--- src/rtl/tsc_pkg.sv ---
package tsc_pkg;
    typedef enum logic {
        CAP_CONT  = 1'b0,
        CAP_TRANS = 1'b1
    } cap_mode_e;
endpackage

--- src/rtl/tsc_rate_gen.sv ---
module tsc_rate_gen #(
    parameter int DIV_W = 8
) (
    input  logic             clk,
    input  logic             rst_n,
    input  logic             clear,
    input  logic             run,
    input  logic [DIV_W-1:0] div_n,
    output logic             tick
);
    localparam logic [DIV_W-1:0] ONE = DIV_W'(1);

    typedef struct packed {
        logic [DIV_W-1:0] cnt;
    } rg_st_t;

    rg_st_t           st_d, st_q;
    logic [DIV_W-1:0] period;

    always_comb begin
        st_d   = st_q;
        period = (div_n == '0) ? ONE : div_n;
        tick   = run && !clear && (st_q.cnt == '0);
        if (clear) begin
            st_d.cnt = '0;
        end else if (run) begin
            if (st_q.cnt >= period - ONE) st_d.cnt = '0;
            else                          st_d.cnt = st_q.cnt + ONE;
        end
    end

    always_ff @(posedge clk or negedge rst_n) begin
        if (!rst_n) st_q <= '0;
        else        st_q <= st_d;
    end

    // a period above one leaves a quiet cycle after every sample point
    a_r2_tick_gap: assert property (@(posedge clk) disable iff (!rst_n)
        (tick && div_n > ONE) |=> !tick);
    // no sample points while not armed
    a_r1_no_tick_idle: assert property (@(posedge clk) disable iff (!rst_n)
        !run |-> !tick);
endmodule

--- src/rtl/tsc_marker.sv ---
module tsc_marker #(
    parameter int MARK_W = 8
) (
    input  logic              clk,
    input  logic              rst_n,
    input  logic              clear,
    input  logic              tick,
    output logic [MARK_W-1:0] mark,
    output logic              at_max
);
    localparam logic [MARK_W-1:0] MARK_ONE = MARK_W'(1);

    typedef struct packed {
        logic [MARK_W-1:0] cnt;
    } mk_st_t;

    mk_st_t st_d, st_q;

    always_comb begin
        st_d = st_q;
        if (clear)     st_d.cnt = '0;
        else if (tick) st_d.cnt = st_q.cnt + MARK_ONE;
        mark   = st_q.cnt;
        at_max = &st_q.cnt;
    end

    always_ff @(posedge clk or negedge rst_n) begin
        if (!rst_n) st_q <= '0;
        else        st_q <= st_d;
    end

    // each sample point advances the marker by one, wrapping
    a_r6_mark_step: assert property (@(posedge clk) disable iff (!rst_n)
        (tick && !clear) |=> (mark == $past(mark) + MARK_ONE));
    // re-arming zeroes the marker
    a_r8_mark_clear: assert property (@(posedge clk) disable iff (!rst_n)
        clear |=> (mark == '0));
endmodule

--- src/rtl/tsc_store_ctl.sv ---
module tsc_store_ctl
    import tsc_pkg::*;
#(
    parameter int CH_W   = 8,
    parameter int MARK_W = 8
) (
    input  logic              clk,
    input  logic              rst_n,
    input  logic              clear,
    input  logic              tick,
    input  cap_mode_e         mode,
    input  logic [CH_W-1:0]   chan_in,
    input  logic [MARK_W-1:0] mark,
    input  logic              at_max,
    output logic              wr_en,
    output logic [CH_W-1:0]   wr_data,
    output logic [MARK_W-1:0] wr_mark
);
    typedef struct packed {
        logic [CH_W-1:0]   prev;
        logic              first;
        logic              wr_en;
        logic [CH_W-1:0]   wr_data;
        logic [MARK_W-1:0] wr_mark;
    } sc_st_t;

    sc_st_t st_d, st_q;
    logic   changed;
    logic   keep;

    always_comb begin
        st_d       = st_q;
        st_d.wr_en = 1'b0;
        changed    = (chan_in != st_q.prev);
        keep       = (mode == CAP_CONT) || st_q.first || changed || at_max;
        if (clear) begin
            st_d.prev  = '0;
            st_d.first = 1'b1;
        end else if (tick) begin
            st_d.prev  = chan_in;
            st_d.first = 1'b0;
            if (keep) begin
                st_d.wr_en   = 1'b1;
                st_d.wr_data = chan_in;
                st_d.wr_mark = mark;
            end
        end
    end

    always_ff @(posedge clk or negedge rst_n) begin
        if (!rst_n) st_q <= '0;
        else        st_q <= st_d;
    end

    assign wr_en   = st_q.wr_en;
    assign wr_data = st_q.wr_data;
    assign wr_mark = st_q.wr_mark;

    // continuous mode writes every sample point
    a_r3_cont_all: assert property (@(posedge clk) disable iff (!rst_n)
        (tick && mode == CAP_CONT) |=> wr_en);
    // an unchanged word in transition mode is dropped
    a_r4_quiet_drop: assert property (@(posedge clk) disable iff (!rst_n)
        (tick && mode == CAP_TRANS && !st_q.first && chan_in == st_q.prev && !at_max)
        |=> !wr_en);
    // the first sample after arming is written
    a_r5_first_kept: assert property (@(posedge clk) disable iff (!rst_n)
        (tick && st_q.first) |=> wr_en);
    // a marker at its top value forces a write
    a_r7_forced: assert property (@(posedge clk) disable iff (!rst_n)
        (tick && at_max) |=> wr_en);
    // writes only follow sample points
    a_r2_write_on_tick: assert property (@(posedge clk) disable iff (!rst_n)
        !tick |=> !wr_en);
endmodule

--- src/rtl/tsc_top.sv ---
module tsc_top
    import tsc_pkg::*;
#(
    parameter int CH_W   = 8,
    parameter int MARK_W = 8,
    parameter int DIV_W  = 8
) (
    input  logic              clk,
    input  logic              rst_n,
    input  logic              start,
    input  logic              mode_sel,
    input  logic [DIV_W-1:0]  div_n,
    input  logic [CH_W-1:0]   chan_in,
    output logic              wr_en,
    output logic [CH_W-1:0]   wr_data,
    output logic [MARK_W-1:0] wr_mark
);
    typedef struct packed {
        logic      active;
        cap_mode_e mode;
    } top_st_t;

    top_st_t           st_d, st_q;
    cap_mode_e         mode_in;
    logic              rearm;
    logic              tick;
    logic [MARK_W-1:0] mark;
    logic              at_max;

    always_comb begin
        mode_in = cap_mode_e'(mode_sel);
        rearm   = start || (mode_in != st_q.mode);
        st_d        = st_q;
        st_d.mode   = mode_in;
        if (start) st_d.active = 1'b1;
    end

    always_ff @(posedge clk or negedge rst_n) begin
        if (!rst_n) st_q <= '{active: 1'b0, mode: CAP_CONT};
        else        st_q <= st_d;
    end

    tsc_rate_gen #(.DIV_W(DIV_W)) u_rate (
        .clk   (clk),
        .rst_n (rst_n),
        .clear (rearm),
        .run   (st_q.active),
        .div_n (div_n),
        .tick  (tick)
    );

    tsc_marker #(.MARK_W(MARK_W)) u_mark (
        .clk    (clk),
        .rst_n  (rst_n),
        .clear  (rearm),
        .tick   (tick),
        .mark   (mark),
        .at_max (at_max)
    );

    tsc_store_ctl #(.CH_W(CH_W), .MARK_W(MARK_W)) u_store (
        .clk     (clk),
        .rst_n   (rst_n),
        .clear   (rearm),
        .tick    (tick),
        .mode    (st_q.mode),
        .chan_in (chan_in),
        .mark    (mark),
        .at_max  (at_max),
        .wr_en   (wr_en),
        .wr_data (wr_data),
        .wr_mark (wr_mark)
    );

    // nothing is written before capture is first armed
    a_r1_idle_quiet: assert property (@(posedge clk) disable iff (!rst_n)
        (!st_q.active && !start) |=> !wr_en);
    // the re-arming edge itself never writes
    a_r9_rearm_quiet: assert property (@(posedge clk) disable iff (!rst_n)
        rearm |=> !wr_en);
endmodule

--- config.mk ---
export PLATFORM = sky130hd
export DESIGN_NAME = tsc_top
export DESIGN_NICKNAME = d
export VERILOG_FILES = /design/src/rtl/tsc_pkg.sv /design/src/rtl/tsc_rate_gen.sv /design/src/rtl/tsc_marker.sv /design/src/rtl/tsc_store_ctl.sv /design/src/rtl/tsc_top.sv
export SDC_FILE = /design/constraint.sdc
export NUM_CORES = 1
export LEC_CHECK = 0
export BUFFER_PORTS_ARGS = -buffer_cell sky130_fd_sc_hd__buf_2
export CAP_MARGIN = 30
export CORE_ASPECT_RATIO = 0.5
export CORE_UTILIZATION = 57
export DETAILED_ROUTE_END_ITERATION = 8
export PLACE_DENSITY = 0.88
export RECOVER_POWER = 50
export SKIP_LAST_GASP = 1
export SLEW_MARGIN = 20
export SYNTH_ARGS = -nofsm -noshare
export SYNTH_HDL_FRONTEND = slang
export SYNTH_HIERARCHICAL = 1
export SYNTH_SLANG_ARGS = --single-unit
--- constraint.sdc ---
create_clock -name clk -period 3.1 [get_ports clk]
set_input_delay 0.155 -clock clk [delete_from_list [all_inputs] [get_ports clk]]
set_output_delay 0.155 -clock clk [all_outputs]
set_load 0.03 [all_outputs]
==> reports/results.md <==
| Stage | Parameter | Reported |
| --- | --- | --- |
| status | Outcome | finished, violations left |
| status | Violated checks | max-capacitance violations, max-slew violations |
| timing | Final hold violation count | 0 |
| drt | Final routed wirelength across all metal layers | 4280 um |
| final layout | Final design utilization | 66.8% |
| synthesis | Synthesized netlist cell count | 222 |
| synthesis | Net count after synthesis | 254 |
| final layout | Final standard cell area without fillers | 0.00269 sq mm |
| floorplanning | Number of ports placed on the die boundary | 37 |
| final layout | Most used cells in the layout excluding fill and tap cells | sky130_fd_sc_hd__dfrtp_1, sky130_fd_sc_hd__buf_2, sky130_fd_sc_hd__nor2_1, sky130_fd_sc_hd__xor2_1, sky130_fd_sc_hd__ha_1 |
| final layout | Leading cell type in the layout, fill and taps excluded | sky130_fd_sc_hd__dfrtp_1 |
| final layout | Final layout net count | 280 |
| timing | Slew of the pin with the lowest slew margin | 1.76 ns |
| global route | Global-route wire length before repair | 7240 um |
| synthesis | Count of cell types in the netlist | 42 |
| critical path | Worst Path Class, Setup | primary input to flop |
| timing | Clk_skew | 0.00504 ns |
| drt | Mean number of vias per cell | 5.51 |
| placed design | Number of input and output port buffers inserted | 36 |
| min path | Worst min-delay path category | primary input to flop |
| floorplanning | Count of standard-cell rows | 16 |
| placed design | Weighted congestion at the end of routability-driven global placement | 0.777 |
| clock tree | Clock Root Buffer | sky130_fd_sc_hd__clkbuf_8 |
| drt | DRC viols | 0 |
| synthesis | Sequential cell area fraction in the yosys report | 44.6% |
| critical path | Worst Path Max Fanout | 14 |
| drt | Per-cell routed wire length | 14.1 um |
| global route | Global-route usage over all layers | 20.5% |
| synthesis | Yosys warns | 6 |
| drt | Number of optimization iterations in the first detailed-route pass | 4 |
| critical path | Critical Path Start Type | primary input |
| floorplanning | Die height | 48.5 um |
| flow run | Max capacitance violation total | 1 |
| timing | Worst slew margin relative to its limit | -17.2% |
| power and ir drop | Maximum ir drop on the vdd rail | 0.000234 V |
| critical path | Critical Path End Type | flop |
| synthesis | Cell area after technology mapping | 0.00247 sq mm |
| final layout | Synth-to-Final Area Change | 8.76% |
| critical path | Data required, critical path | 3.31 ns |
| global route | Remaining global-route overflow | 0 |
| clock tree | Total number of H-tree levels | 2 |
| clock tree | Post-cts hold buffer count | 1 |
| placed design | Cell area reported after detailed placement | 0.00258 sq mm |
| drt | Violation count after the first detailed-route iteration | 45 |
| clock tree | Register clock-pin slew on the reported worst setup and hold paths | 0.07 ns |
| floorplanning | Initial Util | 61.4% |
| min path | Worst hold path stage count | 2 |
| clock tree | Clk sink count | 44 |
| clock tree | CTS buffer count | 5 |
| timing | Total Negative Setup Slacks | 0 ns |
| critical path | Depth of the most critical reg-to-reg path | 9 |
| global route | Initial antenna violation count | 0 |
| timing | Shortest clock period the worst path allows after layout | 2.69 ns |
| timing | Max Transition Viols Final | 35 |
| drt | Total via count in the routed design | 1670 |
| power and ir drop | Cell Pwr Density | 492 mW/mm^2 |
| drt | Remaining antenna violation count after routing | 0 |
| final layout | Fraction of layout cells with a size suffix above 1 | 26.1% |
| floorplanning | Die Area | 0.00462 sq mm |
| synthesis | Avg Cell Area, Syn | 11.1 sq um |
| clock tree | Post-CTS sizing | 0 |
| global route | Maximum number of pins on one net before global-route repair | 45 |
| clock tree | Number of buffers on the longest clock path | 2 |
| clock tree | Insertion delay to the later sink of the worst-skew pair | 0.29 ns |
| timing | Setup-failing EPs final | 0 |
| floorplanning | Chip width | 95.1 um |
| power and ir drop | PnR Total Power | 1.32 mW |
| power and ir drop | Leak Pwr | 1.24 nW |
| critical path | Data arrival, critical path | 2.91 ns |
| global route | Number of global-route vias before repair | 1607 |
| timing | Period Utilization, post-route | 86.9% |
| final layout | Diode count | 0 |
| synthesis | Flip-flop and latch count after synthesis | 44 |
| floorplanning | Core ar. | 0.00402 sq mm |
| clock tree | Clock tree from TritonCTS | yes |
| clock tree | Number of buffers inserted to repair setup after CTS | 0 |
| timing | Setup repair after global routing missed its margin | false |
| placed design | Post-detail-place hpwl | 3110 um |
| timing | Maximum achievable frequency | 0.371 GHz |
| timing | Final hold slack | 0.0596 ns |
## cell families (layout without fill, tap and decap cells)
logic type                 Yosys count  in the layout  share of synthesized area [%]
xor gates and xnor gates            17             17                           6.03
AOI/OAI and AO/OA                   26             26                           7.14
adders and majority gates           12             12                           6.08
buffers and inverters               27             54                           7.34
DFF                                 44             44                           44.6
and+or+nand+nor                     69             69                           15.7
muxes                               27             27                           13.2
## metrics by stage
step           worst slack [ns]  instances
5_1_grt                   0.153        303
3_3_place_gp              0.341        292
4_1_cts                   0.417        301
3_5_place_dp              0.103        292
6_report                  0.407        303
2_1_floorplan             0.689        222
## registers in the layout, indices dropped and copies added, names as in the netlist
register         count
st_q                 2
u_mark/mark          8
u_rate/st_q          8
u_store/st_q         9
u_store/wr_data      8
u_store/wr_en        1
u_store/wr_mark      8
## metal layers
| layer | global-route usage (%) | wire length [um] |
|---|---|---|
| met1 | 25.9 | 2030 |
| met2 | 33.2 | 2000 |
| met3 | 4.72 | 171 |
| met4 | 9.85 | 76 |
| met5 | 0 | 0 |
## final cells by class
cell class	instances	area, sq um
clock buffer	6	82.6
clock inverter	2	10.0
sequential	44	1100
inverter	4	15.0
timing repair buffer	42	216
tap	54	67.6
fill	311	1340
multi-input combinational	151	1190
## power breakdown
part,internal (mW),switching (mW),leakage [nW]
sequential,0.624,0.0285,0.585
combinational,0.116,0.190,0.607
clock,0.178,0.185,0.0510
total,0.918,0.404,1.24
## critical path, cell delays in order
cell	delay, ns
sky130_fd_sc_hd__buf_2	0.13
sky130_fd_sc_hd__nor4_1	0.38
sky130_fd_sc_hd__nand2_1	0.13
sky130_fd_sc_hd__nor2_1	0.17
sky130_fd_sc_hd__nor2_1	0.09
sky130_fd_sc_hd__ha_1	0.22
sky130_fd_sc_hd__xnor2_1	0.13
sky130_fd_sc_hd__ha_1	0.31
sky130_fd_sc_hd__a211oi_2	0.21
sky130_fd_sc_hd__o21ai_1	0.10
sky130_fd_sc_hd__a21oi_2	0.44
sky130_fd_sc_hd__or2b_1	0.27
sky130_fd_sc_hd__a31oi_1	0.17
## final timing paths
check | start | to | slack, ns
hold / removal | start | st_q[1] | 0.06
min in group asynchronous | rst_n | u_rate/st_q[0] | 0.36
max in group asynchronous | rst_n | u_mark/mark[1] | 0.71
hold reg to reg | u_store/wr_data[1] | u_store/wr_data[1] | 0.50
setup / recovery | div_n[2] | u_rate/st_q[5] | 0.41
setup reg to reg | u_rate/st_q[0] | u_store/wr_data[5] | 0.59
## cells in the mapped netlist, drive strengths merged
master / n / share of area [%]
ha: 12 / 6.1
or3: 3 / 0.76
a211oi: 2 / 0.81
inv: 4 / 0.61
mux2: 17 / 9.1
nor2b: 1 / 0.25
nor4: 4 / 1.3
nand2: 10 / 1.5
nor4b: 3 / 1.3
nand3b: 3 / 0.91
buf: 22 / 6.6
nor2: 23 / 3.5
a21o: 1 / 0.30
xnor2: 4 / 1.4
xor2: 13 / 4.6
nor3: 1 / 0.41
a31oi: 6 / 2.1
o21ai: 8 / 1.6
or2: 2 / 0.51
nand2b: 4 / 1.0
nand3: 6 / 1.2
mux2i: 10 / 4.1
and3: 3 / 0.76
nand4: 4 / 1.6
clkbuf: 1 / 0.15
a21oi: 7 / 1.6
dfrtp: 44 / 45
a41oi: 2 / 0.71
or2b: 1 / 0.30
nor3b: 1 / 0.30
Power figures use the tool's default switching activity.
